[src/rtl/coh_pkg.sv]
package coh_pkg;
    typedef enum logic [1:0] {
        LN_INV = 2'b00,
        LN_SHR = 2'b01,
        LN_MOD = 2'b10
    } line_st_e;

    typedef enum logic [2:0] {
        BC_NONE = 3'd0,
        BC_RD   = 3'd1,
        BC_RDX  = 3'd2,
        BC_UPGR = 3'd3,
        BC_WB   = 3'd4
    } bus_cmd_e;

    typedef enum logic [1:0] {
        CS_IDLE,
        CS_WBACK,
        CS_BUS,
        CS_RESP
    } ctl_st_e;
endpackage

[src/rtl/coh_rr_arb.sv]
module coh_rr_arb #(
    parameter int N = 2
) (
    input  logic         clk,
    input  logic         rst_n,
    input  logic [N-1:0] req,
    output logic [N-1:0] gnt
);
    localparam int IW = (N > 1) ? $clog2(N) : 1;

    logic [IW-1:0] prio_q;
    logic [IW-1:0] win;

    always_comb begin
        gnt = '0;
        win = '0;
        for (int k = 0; k < N; k++) begin
            logic [IW-1:0] idx;
            idx = IW'((int'(prio_q) + k) % N);
            if (gnt == '0 && req[idx]) begin
                gnt[idx] = 1'b1;
                win      = idx;
            end
        end
    end

    always_ff @(posedge clk) begin
        if (!rst_n)
            prio_q <= '0;
        else if (gnt != '0)
            prio_q <= (win == IW'(N - 1)) ? '0 : win + 1'b1;
    end

    AST_GRANT_ONEHOT: assert property (@(posedge clk) disable iff (!rst_n)
        $onehot0(gnt));
    AST_GRANT_TO_REQ: assert property (@(posedge clk) disable iff (!rst_n)
        (gnt & ~req) == '0);
endmodule

[src/rtl/coh_line_ctrl.sv]
module coh_line_ctrl
    import coh_pkg::*;
#(
    parameter int AW   = 4,
    parameter int DW   = 8,
    parameter int SETS = 4
) (
    input  logic          clk,
    input  logic          rst_n,
    input  logic          core_req,
    input  logic          core_we,
    input  logic [AW-1:0] core_addr,
    input  logic [DW-1:0] core_wdata,
    output logic          core_done,
    output logic [DW-1:0] core_rdata,
    output logic          bus_req,
    input  logic          bus_gnt,
    output bus_cmd_e      own_cmd,
    output logic [AW-1:0] own_addr,
    output logic [DW-1:0] own_wdata,
    input  logic [DW-1:0] bus_rdata,
    input  bus_cmd_e      snp_cmd,
    input  logic [AW-1:0] snp_addr,
    output logic          snp_flush,
    output logic [DW-1:0] snp_data,
    output logic          snp_has_mod,
    output logic          snp_has_any
);
    localparam int IW = $clog2(SETS);
    localparam int TW = AW - IW;

    line_st_e      st_q  [SETS];
    logic [TW-1:0] tag_q [SETS];
    logic [DW-1:0] dat_q [SETS];
    logic [DW-1:0] rdata_q;
    ctl_st_e       cs_q, cs_d;

    logic [IW-1:0] r_idx, s_idx;
    logic [TW-1:0] r_tag, s_tag;
    logic          tag_hit, victim_dirty, snp_match, snp_block, wr_hit_mod;

    assign r_idx = core_addr[IW-1:0];
    assign r_tag = core_addr[AW-1:IW];
    assign s_idx = snp_addr[IW-1:0];
    assign s_tag = snp_addr[AW-1:IW];

    assign tag_hit      = (st_q[r_idx] != LN_INV) && (tag_q[r_idx] == r_tag);
    assign victim_dirty = (st_q[r_idx] == LN_MOD) && (tag_q[r_idx] != r_tag);
    assign snp_has_any  = (st_q[s_idx] != LN_INV) && (tag_q[s_idx] == s_tag);
    assign snp_has_mod  = (st_q[s_idx] == LN_MOD) && (tag_q[s_idx] == s_tag);
    assign snp_match    = (snp_cmd != BC_NONE) && snp_has_any;
    assign snp_block    = (snp_cmd != BC_NONE) && (s_idx == r_idx);
    assign snp_flush    = snp_has_mod && (snp_cmd == BC_RD || snp_cmd == BC_RDX);
    assign snp_data     = dat_q[s_idx];
    assign wr_hit_mod   = core_we && tag_hit && (st_q[r_idx] == LN_MOD);

    // next-state process
    always_comb begin
        cs_d = cs_q;
        unique case (cs_q)
            CS_IDLE:
                if (core_req && !snp_block) begin
                    if (tag_hit && (!core_we || st_q[r_idx] == LN_MOD)) cs_d = CS_RESP;
                    else if (victim_dirty)                              cs_d = CS_WBACK;
                    else                                                cs_d = CS_BUS;
                end
            CS_WBACK: if (bus_gnt) cs_d = CS_BUS;
            CS_BUS:   if (bus_gnt) cs_d = CS_RESP;
            CS_RESP:  cs_d = CS_IDLE;
        endcase
    end

    // output process
    always_comb begin
        bus_req   = (cs_q == CS_WBACK) || (cs_q == CS_BUS);
        own_cmd   = BC_NONE;
        own_addr  = core_addr;
        own_wdata = dat_q[r_idx];
        core_done = (cs_q == CS_RESP);
        unique case (cs_q)
            CS_WBACK: begin
                own_addr = {tag_q[r_idx], r_idx};
                if (bus_gnt && st_q[r_idx] == LN_MOD) own_cmd = BC_WB;
            end
            CS_BUS:
                if (bus_gnt) begin
                    if (!core_we)     own_cmd = BC_RD;
                    else if (tag_hit) own_cmd = BC_UPGR;
                    else              own_cmd = BC_RDX;
                end
            default: ;
        endcase
    end

    assign core_rdata = rdata_q;

    // state register
    always_ff @(posedge clk) begin
        if (!rst_n) cs_q <= CS_IDLE;
        else        cs_q <= cs_d;
    end

    // line array: snoop effects, then own effects (never the same set)
    always_ff @(posedge clk) begin
        if (!rst_n) begin
            for (int i = 0; i < SETS; i++) begin
                st_q[i]  <= LN_INV;
                tag_q[i] <= '0;
                dat_q[i] <= '0;
            end
            rdata_q <= '0;
        end else begin
            if (snp_match) begin
                case (snp_cmd)
                    BC_RD:           st_q[s_idx] <= LN_SHR;
                    BC_RDX, BC_UPGR: st_q[s_idx] <= LN_INV;
                    default: ;
                endcase
            end
            if (cs_q == CS_IDLE && core_req && !snp_block && tag_hit) begin
                if (wr_hit_mod) begin
                    dat_q[r_idx] <= core_wdata;
                    rdata_q      <= core_wdata;
                end else if (!core_we) begin
                    rdata_q <= dat_q[r_idx];
                end
            end
            if (bus_gnt && cs_q == CS_WBACK) st_q[r_idx] <= LN_INV;
            if (bus_gnt && cs_q == CS_BUS) begin
                tag_q[r_idx] <= r_tag;
                if (core_we) begin
                    st_q[r_idx]  <= LN_MOD;
                    dat_q[r_idx] <= core_wdata;
                    rdata_q      <= core_wdata;
                end else begin
                    st_q[r_idx]  <= LN_SHR;
                    dat_q[r_idx] <= bus_rdata;
                    rdata_q      <= bus_rdata;
                end
            end
        end
    end

    AST_DONE_PULSE: assert property (@(posedge clk) disable iff (!rst_n)
        core_done |=> !core_done);
    AST_NO_DIRTY_DROP: assert property (@(posedge clk) disable iff (!rst_n)
        (own_cmd == BC_RD || own_cmd == BC_RDX) |-> !victim_dirty);
    AST_STORE_OWNS: assert property (@(posedge clk) disable iff (!rst_n)
        (cs_q == CS_RESP && $past(core_we)) |-> (st_q[r_idx] == LN_MOD && tag_q[r_idx] == r_tag));
    AST_SNOOP_KILL: assert property (@(posedge clk) disable iff (!rst_n)
        (snp_match && (snp_cmd == BC_RDX || snp_cmd == BC_UPGR)) |=> st_q[$past(s_idx)] == LN_INV);
    AST_SNOOP_SHARE: assert property (@(posedge clk) disable iff (!rst_n)
        (snp_flush && snp_cmd == BC_RD) |=> st_q[$past(s_idx)] == LN_SHR);
endmodule

[src/rtl/snoop_inval_cluster.sv]
module snoop_inval_cluster
    import coh_pkg::*;
#(
    parameter int NCORE = 2,
    parameter int AW    = 4,
    parameter int DW    = 8,
    parameter int SETS  = 4
) (
    input  logic                clk,
    input  logic                rst_n,
    input  logic [NCORE-1:0]    core_req,
    input  logic [NCORE-1:0]    core_we,
    input  logic [NCORE*AW-1:0] core_addr,
    input  logic [NCORE*DW-1:0] core_wdata,
    output logic [NCORE-1:0]    core_done,
    output logic [NCORE*DW-1:0] core_rdata,
    output logic [NCORE-1:0]    bus_grant,
    output logic [2:0]          bus_cmd,
    output logic [AW-1:0]       bus_addr
);
    localparam int MDEPTH = 1 << AW;

    logic [NCORE-1:0] breq, flush, has_mod, has_any;
    bus_cmd_e         own_cmd_a [NCORE];
    bus_cmd_e         snp_cmd_a [NCORE];
    logic [AW-1:0]    own_addr_a [NCORE];
    logic [DW-1:0]    own_wd_a   [NCORE];
    logic [DW-1:0]    snp_data_a [NCORE];
    logic [DW-1:0]    mem_q [MDEPTH];

    logic [2:0]    cmd_acc;
    logic [AW-1:0] addr_acc;
    logic [DW-1:0] wd_acc, fl_acc, bus_rdata;
    logic          fl_any;
    bus_cmd_e      bus_cmd_w;

    coh_rr_arb #(.N(NCORE)) u_arb (
        .clk(clk), .rst_n(rst_n), .req(breq), .gnt(bus_grant)
    );

    for (genvar g = 0; g < NCORE; g++) begin : g_cache
        assign snp_cmd_a[g] = bus_grant[g] ? BC_NONE : bus_cmd_w;
        coh_line_ctrl #(.AW(AW), .DW(DW), .SETS(SETS)) u_ctl (
            .clk        (clk),
            .rst_n      (rst_n),
            .core_req   (core_req[g]),
            .core_we    (core_we[g]),
            .core_addr  (core_addr[g*AW +: AW]),
            .core_wdata (core_wdata[g*DW +: DW]),
            .core_done  (core_done[g]),
            .core_rdata (core_rdata[g*DW +: DW]),
            .bus_req    (breq[g]),
            .bus_gnt    (bus_grant[g]),
            .own_cmd    (own_cmd_a[g]),
            .own_addr   (own_addr_a[g]),
            .own_wdata  (own_wd_a[g]),
            .bus_rdata  (bus_rdata),
            .snp_cmd    (snp_cmd_a[g]),
            .snp_addr   (bus_addr),
            .snp_flush  (flush[g]),
            .snp_data   (snp_data_a[g]),
            .snp_has_mod(has_mod[g]),
            .snp_has_any(has_any[g])
        );
    end

    always_comb begin
        cmd_acc  = '0;
        addr_acc = '0;
        wd_acc   = '0;
        fl_acc   = '0;
        fl_any   = 1'b0;
        for (int i = 0; i < NCORE; i++) begin
            if (bus_grant[i]) begin
                cmd_acc  = cmd_acc  | own_cmd_a[i];
                addr_acc = addr_acc | own_addr_a[i];
                wd_acc   = wd_acc   | own_wd_a[i];
            end
            if (flush[i]) begin
                fl_any = 1'b1;
                fl_acc = fl_acc | snp_data_a[i];
            end
        end
    end

    assign bus_cmd_w = bus_cmd_e'(cmd_acc);
    assign bus_cmd   = cmd_acc;
    assign bus_addr  = addr_acc;
    assign bus_rdata = fl_any ? fl_acc : mem_q[bus_addr];

    always_ff @(posedge clk) begin
        if (!rst_n) begin
            for (int i = 0; i < MDEPTH; i++) mem_q[i] <= '0;
        end else if (bus_cmd_w == BC_WB) begin
            mem_q[bus_addr] <= wd_acc;
        end else if (fl_any) begin
            mem_q[bus_addr] <= fl_acc;
        end
    end

    AST_ONE_WRITER: assert property (@(posedge clk) disable iff (!rst_n)
        $onehot0(has_mod));
    AST_MOD_EXCLUSIVE: assert property (@(posedge clk) disable iff (!rst_n)
        (has_mod != '0) |-> ($countones(has_any) == 1));
    AST_ONE_SUPPLIER: assert property (@(posedge clk) disable iff (!rst_n)
        $onehot0(flush));
endmodule

[config.mk]
export PLATFORM = sky130hd
export DESIGN_NAME = snoop_inval_cluster
export DESIGN_NICKNAME = d
export VERILOG_FILES = /design/src/rtl/coh_pkg.sv /design/src/rtl/coh_rr_arb.sv /design/src/rtl/coh_line_ctrl.sv /design/src/rtl/snoop_inval_cluster.sv
export SDC_FILE = /design/constraint.sdc
export NUM_CORES = 1
export LEC_CHECK = 0
export CORE_MARGIN = 10
export CORE_UTILIZATION = 35
export CTS_BUF_LIST = sky130_fd_sc_hd__clkbuf_8
export CTS_CLUSTER_SIZE = 28
export DETAILED_ROUTE_END_ITERATION = 12
export HOLD_SLACK_MARGIN = 0.05
export PLACE_DENSITY = 0.49
export SLEW_MARGIN = 30
export SYNTH_ARGS = -nofsm -noshare
export SYNTH_HDL_FRONTEND = slang
export SYNTH_SLANG_ARGS = --single-unit
[constraint.sdc]
create_clock -name clk -period 3.75 [get_ports clk]
set_input_delay 0.75 -clock clk [delete_from_list [all_inputs] [get_ports clk]]
set_output_delay 0.75 -clock clk [all_outputs]
set_load 0.05 [all_outputs]
# Yosys cells after proc, flatten, opt, wreduce, memory -nomap -nowiden
# Memories as Yosys holds them, arrays and structs flattened.
# Index checks and enable logic that the tools add are counted.
[op_classes]
addsub = 2
magnitude_cmp = 4
n_eq_ne = 33
mux = 157
bitwise = 16
reduce_logical = 74
[op_table]
columns = ["op", "n"]
rows = [
  ["8-bit 2-to-1 mux", 23],
  ["1-bit 2-to-1 mux", 82],
  ["2-bit 2-to-1 mux", 32],
  ["1-bit logical AND", 37],
  ["3-bit 2-to-1 mux", 9],
  ["8-bit OR reduction", 3],
  ["4-bit 2-to-1 mux", 5],
  ["2-bit == test (second input constant)", 8],
  ["8-bit OR", 2],
  ["2-bit case mux with 4 select lines", 2],
  ["2-bit OR reduction", 8],
  ["2-bit nonzero test", 7],
  ["2-bit == test", 6],
  ["3-bit by 2-bit == test with 1-bit output (second input constant)", 4],
  ["3-bit case mux with 2 select lines", 2],
  ["1-bit OR", 11],
  ["2-bit inequality test (second input constant)", 4],
  ["3-bit by 1-bit == test with 1-bit output (second input constant)", 2],
  ["2-bit zero test", 3],
  ["1-bit logical OR", 6],
  ["3-bit by 1-bit inequality test with 1-bit output (second input constant)", 2],
  ["3-bit AND reduction", 2],
  ["3-bit nonzero test", 2],
  ["2-bit by 1-bit == test with 1-bit output (second input constant)", 2],
  ["12 further kinds", 22],
]
[word_totals]
register_bits = 21
ram_bits = 224
in_bits = 30
output_inout_bits = 27
word_cells = 298
n_memories = 7
[memory_table]
columns = ["memory", "depth", "word_bits", "rd", "rd_ports_with_merged_regs", "wr", "line_no", "source"]
rows = [
  ["mem_q", 16, 8, 1, 0, 16, "snoop_inval_cluster.sv:29", "logic [DW-1:0] mem_q [MDEPTH];"],
  ["g_cache[0].u_ctl.dat_q", 4, 8, 2, 0, 4, "coh_line_ctrl.sv:34", "logic [DW-1:0] dat_q [SETS];"],
  ["g_cache[1].u_ctl.dat_q", 4, 8, 2, 0, 4, "coh_line_ctrl.sv:34", ""],
  ["g_cache[0].u_ctl.st_q", 4, 2, 2, 0, 4, "coh_line_ctrl.sv:32", "line_st_e st_q [SETS];"],
  ["g_cache[0].u_ctl.tag_q", 4, 2, 2, 0, 4, "coh_line_ctrl.sv:33", "logic [TW-1:0] tag_q [SETS];"],
  ["g_cache[1].u_ctl.st_q", 4, 2, 2, 0, 4, "coh_line_ctrl.sv:32", ""],
  ["1 more memories", "n/a", "n/a", "n/a", "n/a", "n/a", "n/a", ""],
]

# Logic depth before layout (Yosys ltp)
[depth]
ltp_word = 27
mapped_depth = 16
depth_no_buf = 12

# Hierarchy
# A second synthesis with hierarchy kept.
[unflattened]
hier_cells = 1100
hier_area_um2 = 13679.4
[modules_own_cells]
columns = ["module", "n_inst", "cells_each", "area_each_um2", "seq_area_each_um2"]
rows = [
  ["snoop_inval_cluster", 1, 476, 6242.2, 3843.7],
  ["coh_line_ctrl at g_cache[1].u_ctl", 1, 310, 3828.7, 1641.6],
  ["coh_line_ctrl at g_cache[0].u_ctl", 1, 308, 3559.7, 1641.6],
  ["coh_rr_arb", 1, 6, 48.8, 20.0],
]

# Worst setup path before layout
# No wires, ideal clock.
[synth_path]
kind = "in2reg"
startpoint = "input core_addr[0]"
endpoint = "memory mem_q[10][0], enable pin"
setup_time_ns = 0.387
t_arrival_ns = 3.677
t_required_ns = 3.363
setup_slack_ns = -0.313
stages = 9
n_path_buf = 3
path_cell_list = "buf_2 mux4_2 nand2b_1 o211ai_1 nand2_1 clkbuf_1 clkbuf_1 nand2_1 o31ai_1"
[synth_rtl]
columns = ["item", "line_no", "source"]
rows = [
  ["from (decl)", "snoop_inval_cluster.sv:13", "input logic [NCORE*AW-1:0] core_addr,"],
  ["to (decl)", "snoop_inval_cluster.sv:29", ""],
]

# Worst setup path in the final report
[layout_path]
startpoint = "register g_cache[1].u_ctl.cs_q[0]"
endpoint = "output bus_addr[0]"
[layout_between]
elab_chain_cells = 11
elab_cells_between_ends = 15
classes_between = "2 x eq/ne; 8 x mux; 2 x bitwise; 3 x reduce/logical"
[layout_lines]
columns = ["item", "line_no", "source"]
rows = [
  ["from (decl)", "coh_line_ctrl.sv:36", "ctl_st_e cs_q, cs_d;"],
  ["from (signal assigned)", "coh_line_ctrl.sv:100", "else cs_q <= cs_d;"],
  ["2-bit by 1-bit == test with 1-bit output / 2-bit == test (equally long branches)", "coh_line_ctrl.sv:75", "bus_req = (cs_q == CS_WBACK) || (cs_q == CS_BUS);"],
  ["1-bit logical OR *", "coh_line_ctrl.sv:75", ""],
  ["1-bit 2-to-1 mux (not written as such) (2 in series)", "coh_rr_arb.sv:20", "if (gnt == '0 && req[idx]) begin"],
  ["2-bit 2-to-1 mux", "coh_rr_arb.sv:20", ""],
  ["2-bit zero test", "coh_rr_arb.sv:20", ""],
  ["1-bit logical AND", "coh_rr_arb.sv:20", ""],
  ["2-bit 2-to-1 mux *", "coh_rr_arb.sv:20", ""],
  ["4-bit 2-to-1 mux", "snoop_inval_cluster.sv:74", "if (bus_grant[i]) begin"],
  ["4-bit OR", "snoop_inval_cluster.sv:76", "addr_acc = addr_acc | own_addr_a[i];"],
  ["4-bit 2-to-1 mux *", "snoop_inval_cluster.sv:74", ""],
  ["to (decl)", "snoop_inval_cluster.sv:19", "output logic [AW-1:0] bus_addr"],
]
# Mark *: on every way between the ends. The rest lies on a longest branch, timed or not. The select of a mux whose other input is x is not followed.

==> impl_metrics.csv <==
group,metric,value,unit
sta,period_share,97.6,%
clocking,h-tree-depth,2,
critical_path,crit_buf_inv,8,
layout,final_cell_mix,"224 x edfxtp_1, 201 x buf_4, 194 x nand2_1",
critical_path,path_class,"reg -> out",
clocking,numCtsBuffers,44,
yosys,syn-num-nets,1344,
floorplanning,die_h,217,um
floorplanning,die-area,47100,um^2
critical_path,cpPeakStageDelay,0.35,ns
floorplanning,core_area,38600,um^2
routing,vias,11507,
routing,drt_iter0_markers,983,
yosys,yosys_most_used_dff,"edfxtp_1",
sta,final-hold-violation-count,0,
layout,n_antenna_cell,0,
power,peakVddDrop,0.512,mV
floorplanning,initial_core_util,35.2,%
critical_path,path_cells,"inv_1 -> ha_4 -> a21boi_4 -> buf_4 -> a32oi_4 -> buf_4 -> buf_12 -> inv_1 -> buf_4 -> buf_4 -> buf_12",
global_route,overflow,0,
power,finalPower,14700,uW
sta,setup_viol,0,
sta,fin_hold_ws,0.517,ns
clocking,root_buffer,"clkbuf_8",
yosys,synth.avg_cell_area,10.4,um^2
routing,via_per_inst,5.59,
sta,finalMaxSlewViolations,0,
clocking,clk_pin_slew_worst_paths,0.06,ns
layout,drive_gt1_share,25.4,%
critical_path,cp_common_cell,"buf_4",
routing,antenna_left,0,
layout,layoutNonFillerInstCount,2060,
place,gp_congestion,0.846,
floorplanning,die_x,217,um
sta,timing.fmax,0.273,GHz
global_route,use_met2,30.7,%
critical_path,endpoint_kind,"primary output",
sta,layout_setup_ws,0.0907,ns
yosys,synth_area,13600,um^2
yosys,synth-seq-area-share,52.6,%
critical_path,critical_path_required,3.00,ns
place,place_inst,1972,
place,port_buffers,56,
yosys,ys_ff_latch,245,
sta,tns,0,ns
global_route,grt_pass1_vias,11445,
yosys,synth.distinct_cells,70,
yosys,synth_edf_count,224,
layout,nets,1548,
global_route,use_met1,26.3,%
sta,slew_headroom,53.0,%
global_route,antenna_found_initial,0,
power,p_per_area,846,nW/um^2
clocking,worst_skew_pair.late_latency,0.58,ns
floorplanning,io_pins,57,
global_route,grt_util_all_layers,19.3,%
yosys,ys_warn_count,0,
yosys,async_flop_share,0,%
global_route,top_usage_layer,"met2",
status,status,"finished, final reports clean",
routing,routedWlPerCell,22.8,um
worst_hold_path,hold_path_class,"reg -> reg",
sta,rsz0062_at_grt,"yes",
critical_path,cp_slowest_cell,"dfxtp_1",
critical_path,startpoint_type,"flop",
routing,post-route-drc-count,0,
power,leakage,0.00644,uW
flow_run,drv_cap,0,
yosys,netlist_instances,1306,
place,dp_slack,-0.751,ns
floorplanning,rows,72,
global_route,met3_usage,2.97,%
clocking,clock_sinks,245,
global_route,grt_first_pass_wirelength,70000,um
critical_path,worstPathMaxFanout,31,
routing,drtPass1Iterations,5,
layout,final_common_cell,"edfxtp_1",
sta,skew,0.0155,ns
clocking,cts_tree,"built",
place,hpwl,32400,um
global_route,grt_max_degree,69,
critical_path,crit_arrival,2.91,ns
layout,area_growth,27.7,%
critical_path,path_delay_family,"buffers and inverters",
clocking,clockBufferDepth,3,
sta,min_period,3.66,ns
sta,worst_slew_pin_slew,0.705,ns
routing,wirelength,46900,um
-- through the flow --
| step | instance area, um^2 | utilization, % |
|---|---|---|
| 2_1_floorplan | 13600 | - |
| 3_3_place_gp | 16200 | 41.9 |
| 3_5_place_dp | 16200 | 42.0 |
| 4_1_cts | 17000 | 44.1 |
| 5_1_grt | 17300 | 45.0 |
| 6_report | 17300 | 45.0 |
-- state kept, by name, indices dropped and copies added, names as in the netlist, named ones only --
name,count
mem_q,128
g_cache.u_ctl.tag_q,16
g_cache.u_ctl.dat_q,64
g_cache.u_ctl.st_q,16
g_cache.u_ctl.cs_q,4
g_cache.u_ctl.core_rdata,16
-- repair_timing --
item	CTS	global route
setup endpoints to repair	201	278
resized for setup	18	54
hold buffers	0	0
setup buffers	2	6
cloned	1	1
pin swaps	4	4
-- layer usage --
| metal | vias up | part of all wire [%] | routed length (um) |
|---|---|---|---|
| li1 | 5297 | - | - |
| met1 | 5717 | 44 | 20800 |
| met2 | 403 | 46 | 21700 |
| met3 | 90 | 6.4 | 3010 |
| met4 | 0 | 3.1 | 1450 |
| met5 | - | 0 | 0 |
-- synthesized netlist by cell type, types with 3 or more instances --
cell type	instances	area share, %
buf_4	7	0.39
and3_1	18	0.83
o31ai_1	6	0.33
a21boi_0	4	0.22
nor2_1	173	4.8
a31oi_1	12	0.55
nand2_1	205	5.7
o22ai_1	32	1.5
buf_1	6	0.17
nor3_1	13	0.48
mux2i_1	27	2.0
a21oi_1	58	2.1
o31a_1	7	0.45
a22oi_1	8	0.44
xnor2_1	8	0.52
nor4_1	24	1.1
a211oi_1	25	1.4
o211a_1	6	0.44
or4b_1	4	0.29
edfxtp_1	224	50
buf_6	3	0.25
ha_1	8	0.74
inv_1	20	0.55
nand3_1	46	1.7
mux4_2	39	6.5
buf_2	44	1.6
a211oi_2	3	0.28
a2bb2oi_2	8	0.88
o211ai_1	7	0.39
nand2b_1	7	0.32
or4_1	6	0.33
and2_1	5	0.23
o21ai_0	69	2.5
a21boi_2	5	0.41
clkbuf_1	65	1.8
dfxtp_1	21	3.1
a311oi_1	29	1.9
or3_1	4	0.18
a22o_1	8	0.52
nor2b_1	5	0.23
-- final timing paths --
path / to / start / slack, ns / depth (start not counted)
min: flop / flop / 0.52 / 1
min reg2reg: flop / flop / 0.52 / 1
max: bus_addr[0] / g_cache[1].u_ctl.cs_q[0] / 0.09 / 11
max reg2reg: mem_q[7][4] / g_cache[1].u_ctl.cs_q[0] / 0.14 / 13
-- logic make-up (layout without fill, tap and decap cells) --
family / after synthesis / count (layout) / share of synthesized area (%)
AND/OR/NAND/NOR: 524 / 524 / 17.0
AO/OA/AOI/OAI: 304 / 304 / 15.6
flip-flops: 245 / 245 / 52.6
buffers and inverters: 149 / 385 / 4.91
multiplexers: 68 / 68 / 8.62
adder cells (fa/ha/maj): 8 / 8 / 0.737
XOR/XNOR: 8 / 8 / 0.516
-- final cells by class --
cell class                 instances  area (um^2)
clock buffer                      44          606
clock inverter                    34          149
fill                            3751        21200
inverter                          23         93.8
multi-input combinational        912         6070
sequential                       245         7150
tap                              518          648
timing repair buffer             283         2630
timing repair inverter             1         6.26
-- report_power, final --
part           switching [uW]  internal, uW
registers                 115          3200
logic                    5400          3700
clock network            1160          1090
total                    6680          7990
No activity file was read; power rests on OpenSTA's default activity.
